--- src/rtl/ipi_pkg.sv ---
package ipi_pkg;

    localparam int REG_W  = 32;
    localparam int DATA_W = 16;
    localparam int ID_W   = 14;

    typedef struct packed {
        logic              ack;
        logic              gen;
        logic [ID_W-1:0]   dst;
        logic [DATA_W-1:0] data;
    } ctrl_word_t;

    typedef struct packed {
        logic              rsvd;
        logic              pend;
        logic [ID_W-1:0]   src;
        logic [DATA_W-1:0] data;
    } stat_word_t;

    typedef struct packed {
        logic              valid;
        logic [ID_W-1:0]   dst;
        logic [ID_W-1:0]   src;
        logic [DATA_W-1:0] data;
    } deliver_t;

    // bus lane 0 (bits 7:0) <-> register bits 31:24; self-inverse
    function automatic logic [REG_W-1:0] lane_swap(input logic [REG_W-1:0] w);
        return {w[7:0], w[15:8], w[23:16], w[31:24]};
    endfunction

endpackage

--- src/rtl/ipi_decode.sv ---
module ipi_decode
    import ipi_pkg::*;
#(
    parameter int NUM_CORES = 4,
    parameter int ADDR_W    = 8
) (
    input  logic                 bus_wr,
    input  logic [ADDR_W-1:0]    bus_addr,
    input  logic [REG_W-1:0]     bus_wdata,
    output logic [NUM_CORES-1:0] ack_vec,
    output deliver_t             deliv
);
    localparam int IDX_W = ADDR_W - 3;
    localparam logic [IDX_W-1:0] IDX_LAST = IDX_W'(NUM_CORES - 1);
    localparam logic [ID_W-1:0]  DST_LAST = ID_W'(NUM_CORES - 1);

    ctrl_word_t       cw;
    logic [IDX_W-1:0] idx;
    logic             wr_ctrl;

    always_comb begin
        cw      = ctrl_word_t'(lane_swap(bus_wdata));
        idx     = bus_addr[ADDR_W-1:3];
        wr_ctrl = bus_wr && (bus_addr[1:0] == 2'b00) && !bus_addr[2] && (idx <= IDX_LAST);

        for (int i = 0; i < NUM_CORES; i++) begin
            ack_vec[i] = wr_ctrl && cw.ack && (idx == IDX_W'(i));
        end

        deliv.valid = wr_ctrl && cw.gen && (cw.dst <= DST_LAST);
        deliv.dst   = cw.dst;
        deliv.src   = ID_W'(idx);
        deliv.data  = cw.data;
    end
endmodule

--- src/rtl/ipi_slot.sv ---
module ipi_slot
    import ipi_pkg::*;
#(
    parameter int SLOT_ID = 0
) (
    input  logic       clk,
    input  logic       rst,
    input  logic       ack,
    input  deliver_t   deliv,
    output stat_word_t stat
);
    logic hit;
    assign hit = deliv.valid && (deliv.dst == ID_W'(SLOT_ID));

    always_ff @(posedge clk) begin
        if (rst) begin
            stat <= '0;
        end else if (hit) begin
            // delivery outranks a same-cycle self acknowledge
            stat.rsvd <= 1'b0;
            stat.pend <= 1'b1;
            stat.src  <= deliv.src;
            stat.data <= deliv.data;
        end else if (ack) begin
            stat.pend <= 1'b0;
        end
    end
endmodule

--- src/rtl/ipi_mailbox.sv ---
module ipi_mailbox
    import ipi_pkg::*;
#(
    parameter int NUM_CORES = 4,
    parameter int ADDR_W    = 8
) (
    input  logic                 clk,
    input  logic                 rst,
    input  logic                 bus_wr,
    input  logic                 bus_rd,
    input  logic [ADDR_W-1:0]    bus_addr,
    input  logic [31:0]          bus_wdata,
    output logic [31:0]          bus_rdata,
    output logic [NUM_CORES-1:0] irq_out
);
    localparam int IDX_W = ADDR_W - 3;
    localparam int CW    = (NUM_CORES > 1) ? $clog2(NUM_CORES) : 1;
    localparam logic [IDX_W-1:0] IDX_LAST = IDX_W'(NUM_CORES - 1);

    logic [NUM_CORES-1:0] ack_vec;
    deliver_t             deliv;
    stat_word_t           stat [NUM_CORES];

    ipi_decode #(.NUM_CORES(NUM_CORES), .ADDR_W(ADDR_W)) u_decode (
        .bus_wr    (bus_wr),
        .bus_addr  (bus_addr),
        .bus_wdata (bus_wdata),
        .ack_vec   (ack_vec),
        .deliv     (deliv)
    );

    for (genvar g = 0; g < NUM_CORES; g++) begin : g_slot
        ipi_slot #(.SLOT_ID(g)) u_slot (
            .clk   (clk),
            .rst   (rst),
            .ack   (ack_vec[g]),
            .deliv (deliv),
            .stat  (stat[g])
        );
        assign irq_out[g] = stat[g].pend;
    end

    logic [IDX_W-1:0] rd_idx;
    logic             rd_stat;
    logic [REG_W-1:0] rd_word;

    always_comb begin
        rd_idx  = bus_addr[ADDR_W-1:3];
        rd_stat = (bus_addr[1:0] == 2'b00) && bus_addr[2] && (rd_idx <= IDX_LAST);
        rd_word = rd_stat ? REG_W'(stat[rd_idx[CW-1:0]]) : '0;
    end

    always_ff @(posedge clk) begin
        if (rst) begin
            bus_rdata <= '0;
        end else if (bus_rd) begin
            bus_rdata <= lane_swap(rd_word);
        end
    end
endmodule

--- config.mk ---
export PLATFORM = sky130hd
export DESIGN_NAME = ipi_mailbox
export DESIGN_NICKNAME = d
export VERILOG_FILES = /design/src/rtl/ipi_pkg.sv /design/src/rtl/ipi_decode.sv /design/src/rtl/ipi_slot.sv /design/src/rtl/ipi_mailbox.sv
export SDC_FILE = /design/constraint.sdc
export NUM_CORES = 1
export LEC_CHECK = 0
export ABC_CLOCK_PERIOD_IN_PS = 2290
export CAP_MARGIN = 15
export CORE_MARGIN = 1.5
export CORE_UTILIZATION = 50
export CTS_CLUSTER_DIAMETER = 30
export DETAILED_ROUTE_END_ITERATION = 8
export GPL_ROUTABILITY_DRIVEN = 1
export PLACE_DENSITY_LB_ADDON = 0.25
export SKIP_LAST_GASP = 1
export SYNTH_ARGS = -nofsm -noshare
export SYNTH_HDL_FRONTEND = slang
export SYNTH_SLANG_ARGS = --single-unit
export TNS_END_PERCENT = 20
--- constraint.sdc ---
create_clock -name clk -period 2.29 [get_ports clk]
set_clock_uncertainty 0.2 [all_clocks]
set_input_delay 0.229 -clock clk [delete_from_list [all_inputs] [get_ports clk]]
set_output_delay 0.229 -clock clk [all_outputs]
set_load 0.02 [all_outputs]
; After elaboration in Yosys (flattened, before gate mapping)
; Cells that the tools add are included.
[op_classes]
n_lt_le_gt_ge = 3
n_eq_ne = 6
muxes = 12
bitwise = 1
n_reduce_logical = 24
[ops]
columns = op, count
row1 = $mux 32, 3
row2 = $bmux 32 s2, 1
row3 = $eq 14x2->1 const B, 2
row4 = $logic_and 1x1->1, 16
row5 = $eq 14x1->1 const B, 1
row6 = $le 14x2->1 const B, 1
row7 = $logic_not 14->1, 1
row8 = $eq 5x2->1 const B, 2
row9 = $mux 1, 8
row10 = $reduce_bool 2->1, 4
row11 = $eq 5x1->1 const B, 1
row12 = $le 5x2->1 const B, 1
row13 = $logic_not 5->1, 1
row14 = $ge 3x3->1 const B, 1
row15 = $not 2->3, 1
row16 = $logic_not 2->1, 1
row17 = $logic_not 1->1, 1
[totals]
regBits = 120
in_bits = 44
output_inout_bits = 36
wordCells = 59

; Longest topological paths before layout
[logic_depth]
word_depth = 8
ltp_mapped = 6
mapped_depth_nobuf = 4

; Modules after synthesis
; Synthesis repeated with hierarchy kept, for this count alone.
[unflattened]
hier_cells = 732
area_unflattened_um2 = 8022.7
[modules_own_cells]
columns = module, instances, cells_each, area_per_inst_um2, seq_area_each_um2
row1 = ipi_slot at g_slot[1].u_slot ..., 2, 139, 1443.9, 620.6
row2 = ipi_mailbox, 1, 116, 1813.0, 640.6
row3 = ipi_slot at g_slot[0].u_slot, 1, 139, 1441.4, 620.6
row4 = ipi_slot at g_slot[3].u_slot, 1, 139, 1432.6, 620.6
row5 = ipi_decode, 1, 60, 447.9, 0.0

; Least setup slack after synthesis
; OpenSTA, ideal clock, no wires.
[synth_path]
kind = input to register
startpoint = input bus_wdata[4]
endpoint = register, netlist name g_slot[0].u_slot.stat[20]
setup_ns = 0.116
t_arrival_ns = 1.664
required_ns = 1.974
path_slack_ns = 0.310
cell_stages = 6
n_path_buf = 2
path_cell_list = or3b_1 or3_1 or3_1 buf_6 buf_8 and3b_1
[synth_via]
elab_chain_len = 3
[synth_lines]
columns = element, line
row1 = from (decl), ipi_mailbox.sv:12  ; input logic [31:0] bus_wdata,
row2 = $le 14x2->1, ipi_decode.sv:30  ; deliv.valid = wr_ctrl && cw.gen && (cw.dst <= DST_LAST);
row3 = $logic_and 1x1->1, ipi_decode.sv:30
row4 = $logic_and 1x1->1 *, ipi_slot.sv:13  ; assign hit = deliv.valid && (deliv.dst == ID_W'(SLOT_ID));
; Every way passes the cells marked *; elsewhere a longest branch is shown, timed or not.
; A chain may end at the register's enable or synchronous reset.

; Worst setup path after layout
[layout_path]
startpoint = input bus_addr[6]
endpoint = register, netlist name g_slot[1].u_slot.stat[5]
[layout_via]
elab_chain_len = 5
[layout_lines]
columns = element, line
row1 = from (decl), ipi_mailbox.sv:11  ; input logic [ADDR_W-1:0] bus_addr,
row2 = $le 5x2->1, ipi_decode.sv:24  ; wr_ctrl = bus_wr && (bus_addr[1:0] == 2'b00) && !bus_addr[2] && (idx <= IDX_LAST);
row3 = $logic_and 1x1->1, ipi_decode.sv:24
row4 = $logic_and 1x1->1 (2 in a row), ipi_decode.sv:30
row5 = $logic_and 1x1->1, ipi_slot.sv:13
; Every way passes these cells.

==> metrics <==
crit end category=register; register area share after synthesis=around 45%; Via Count=3280; DRC violation count after routing=0; Routed WL per cell=~15 um; Tightest Pin Transition=approximately 0.52 ns; WP data arrival=between 2 and 2.5 ns; Hold Crit Start=rst; Gate Count Post-Synth=453; Switching Fraction=23.6%; final hold violation count=0; syn avg cell area=10.9 sq um; H-tree lvl count=3; Die Ht=102 um; Starting Density=51.0%; Area after DPL=0.00576 sq mm; total gr overflow=0; I/O pins=80; M1 GR Usage=between 20% and 30%; Overall Power=between 3 and 4 mW; CTS buffer count=9; Max IR drop VDD=0.000407 V; initial antenna violation count=0; Critical R2R Launch=g_slot[3].u_slot.stat[3]; DRT Wirelength=9.77 mm; share of the synthesized area in the top cell type=44.6%; crit-path max FO=8; Worst Setup SP=bus_addr[6]; LEAKAGE=2.49 nW; antenna diode count=0; I/O Buffers=69; vias per cell=around 5.1; Cell Area, Synth=0.00493 sq mm; Finish-stage setup viols=0; FF+latch count, synth=110; TritonCTS clock tree=done; EDFF count, synth=0; Die Area=0.0105 sq mm; clk sink count=110; largest net degree at the start of global routing=61; clk_lat worst skew=0.38 ns; core area=0.00968 sq mm; first-pass GRT wire length=15.9 mm; DP HPWL=6.50 mm; post-CTS resize count=0; worst hold margin=0.113 ns; Layout area overhead=20.9%; Netlist cell types=32; final net count=~550; setup repair bufs after CTS=0; GRT busiest layer=met2; MaxCap Viol Count=0; placed cells=632; die width=102 um; Finished Core Util=slightly above 60%; P_int=about 2.6 mW; top cells by count, synth=110 x dfxtp_1, 94 x nand2b_1, 72 x mux2i_1; Combinational Power Share=7.1%; Total GRT Usage=about a fifth; Synth area leaders=dfxtp_1 45%, mux2i_1 15%, nand2b_1 12%; Seq pwr share=between 50% and 60%; Slew HR=65.2%; number of nets with antenna violations after routing=0; Worst EP required=2.35 ns; final std cells w/o fill=648; CTS Root Cell=clkbuf_8; Sw Pwr=0.804 mW; ratio of final minimum period to clock period=between 90% and 100%; layout cell share with drive strength beyond 1=12.2%; GR Util met2=around 33%; HP Class=primary input to register; DRT Pass-1 Iters=4; drt initial violations=82; clock power share=36.7%; most frequent cell after synthesis=dfxtp_1; Max Clk Rate=0.477 GHz; CTS Buffer Depth=2; Worst setup SP type=primary input; std cell rows=36; met3 usage=4.24%; CTS Hold Bufs=0; Max Transition Viols Final=0; Top FF cell, synth=dfxtp_1; status=finished, final reports clean; Yosys warnings=0; Async S/R FF share, synth=0%; RSZ-0062 raised after global routing=no; Yosys top cell by area=dfxtp_1; crit path time final=2.10 ns; Placer Congestion=0.710; cell area after layout=0.00597 sq mm; PwrDens=570 mW/mm^2; vias in the first global route=~3200; critical path type=primary input to register; Worst-path clk slew=0.11 ns
cell type report:
type	instances	area [sq um]
fillers	789	3720
clock buffers	10	138
repair buffers	86	921
flip-flops and latches	110	2200
well taps	133	166
inverters	1	3.75
clock inverters	6	75.1
multi-input cells	302	2460
power by group through the flow:
stage	Combinational (mW)	Sequential (mW)	Clock (mW)
after CTS	0.243	1.91	1.28
after floorplan	0.138	1.96	0
after global placement	0.239	1.96	0
after detailed placement	0.243	1.96	0
after global routing	0.259	1.91	1.35
final	0.240	1.91	1.25
routing by layer:
layer  vias to the layer above  part of all wire, %
li1                       1643                    -
met1                      1576                   47
met2                        53                   49
met3                         8                  3.0
met4                         0                  1.1
met5                         -                    0
registers in the layout, summed over array words and instances, names as in the netlist:
signal,flops
bus_rdata,22
g_slot.u_slot.stat,88
path summary, 6_finish.rpt:
| kind | to | slack (ns) | cells after the start |
|---|---|---|---|
| setup / recovery | g_slot[1].u_slot.stat[5] | 0.19 | 6 |
| hold / removal | bus_rdata[24] | 0.11 | 2 |
| setup reg to reg | bus_rdata[27] | 0.95 | 3 |
| hold reg to reg | g_slot[3].u_slot.stat[20] | 0.28 | 1 |
critical path, stage by stage:
cell and delay [ns]:
clkdlybuf4s50_1 0.44, nor4_4 0.34, nand3_2 0.16, or4_1 0.62, buf_4 0.23, mux2i_1 0.12
cell usage in the layout, fill, tap and decap left out, types with 2 or more instances in the layout:
cell type	n
mux4_2	22
dfxtp_1	110
a21oi_1	26
o21ai_0	3
or4_1	2
nor4_1	2
mux2i_1	72
nor2b_1	22
nand2_1	3
inv_6	3
nor3b_1	3
and3b_1	7
clkbuf_8	10
conb_1	10
nor2_1	22
nand2b_1	94
buf_12	9
or3_1	2
buf_4	8
and3b_2	2
clkdlybuf4s50_1	67
buf_2	2
logic make-up (layout without fill, tap and decap cells):
kind of cell / count (synthesis) / after routing / synth area share, %
and+or+nand+nor: 168 / 168 / 21.3
DFF: 110 / 110 / 44.6
muxes: 94 / 94 / 24.6
buffers and inverters: 50 / 103 / 6.29
AOI/OAI and AO/OA: 30 / 30 / 3.09
other: 1 / 10 / 0.0760
stage by stage:
step                setup slack [ns]  setup TNS [ns]
floorplan                      0.310               0
global placement              -0.176          -10.66
detailed placement            -0.210          -13.48
CTS                            0.192               0
global route                   0.106               0
finish                         0.192               0
(Power assumes the default switching activity.)
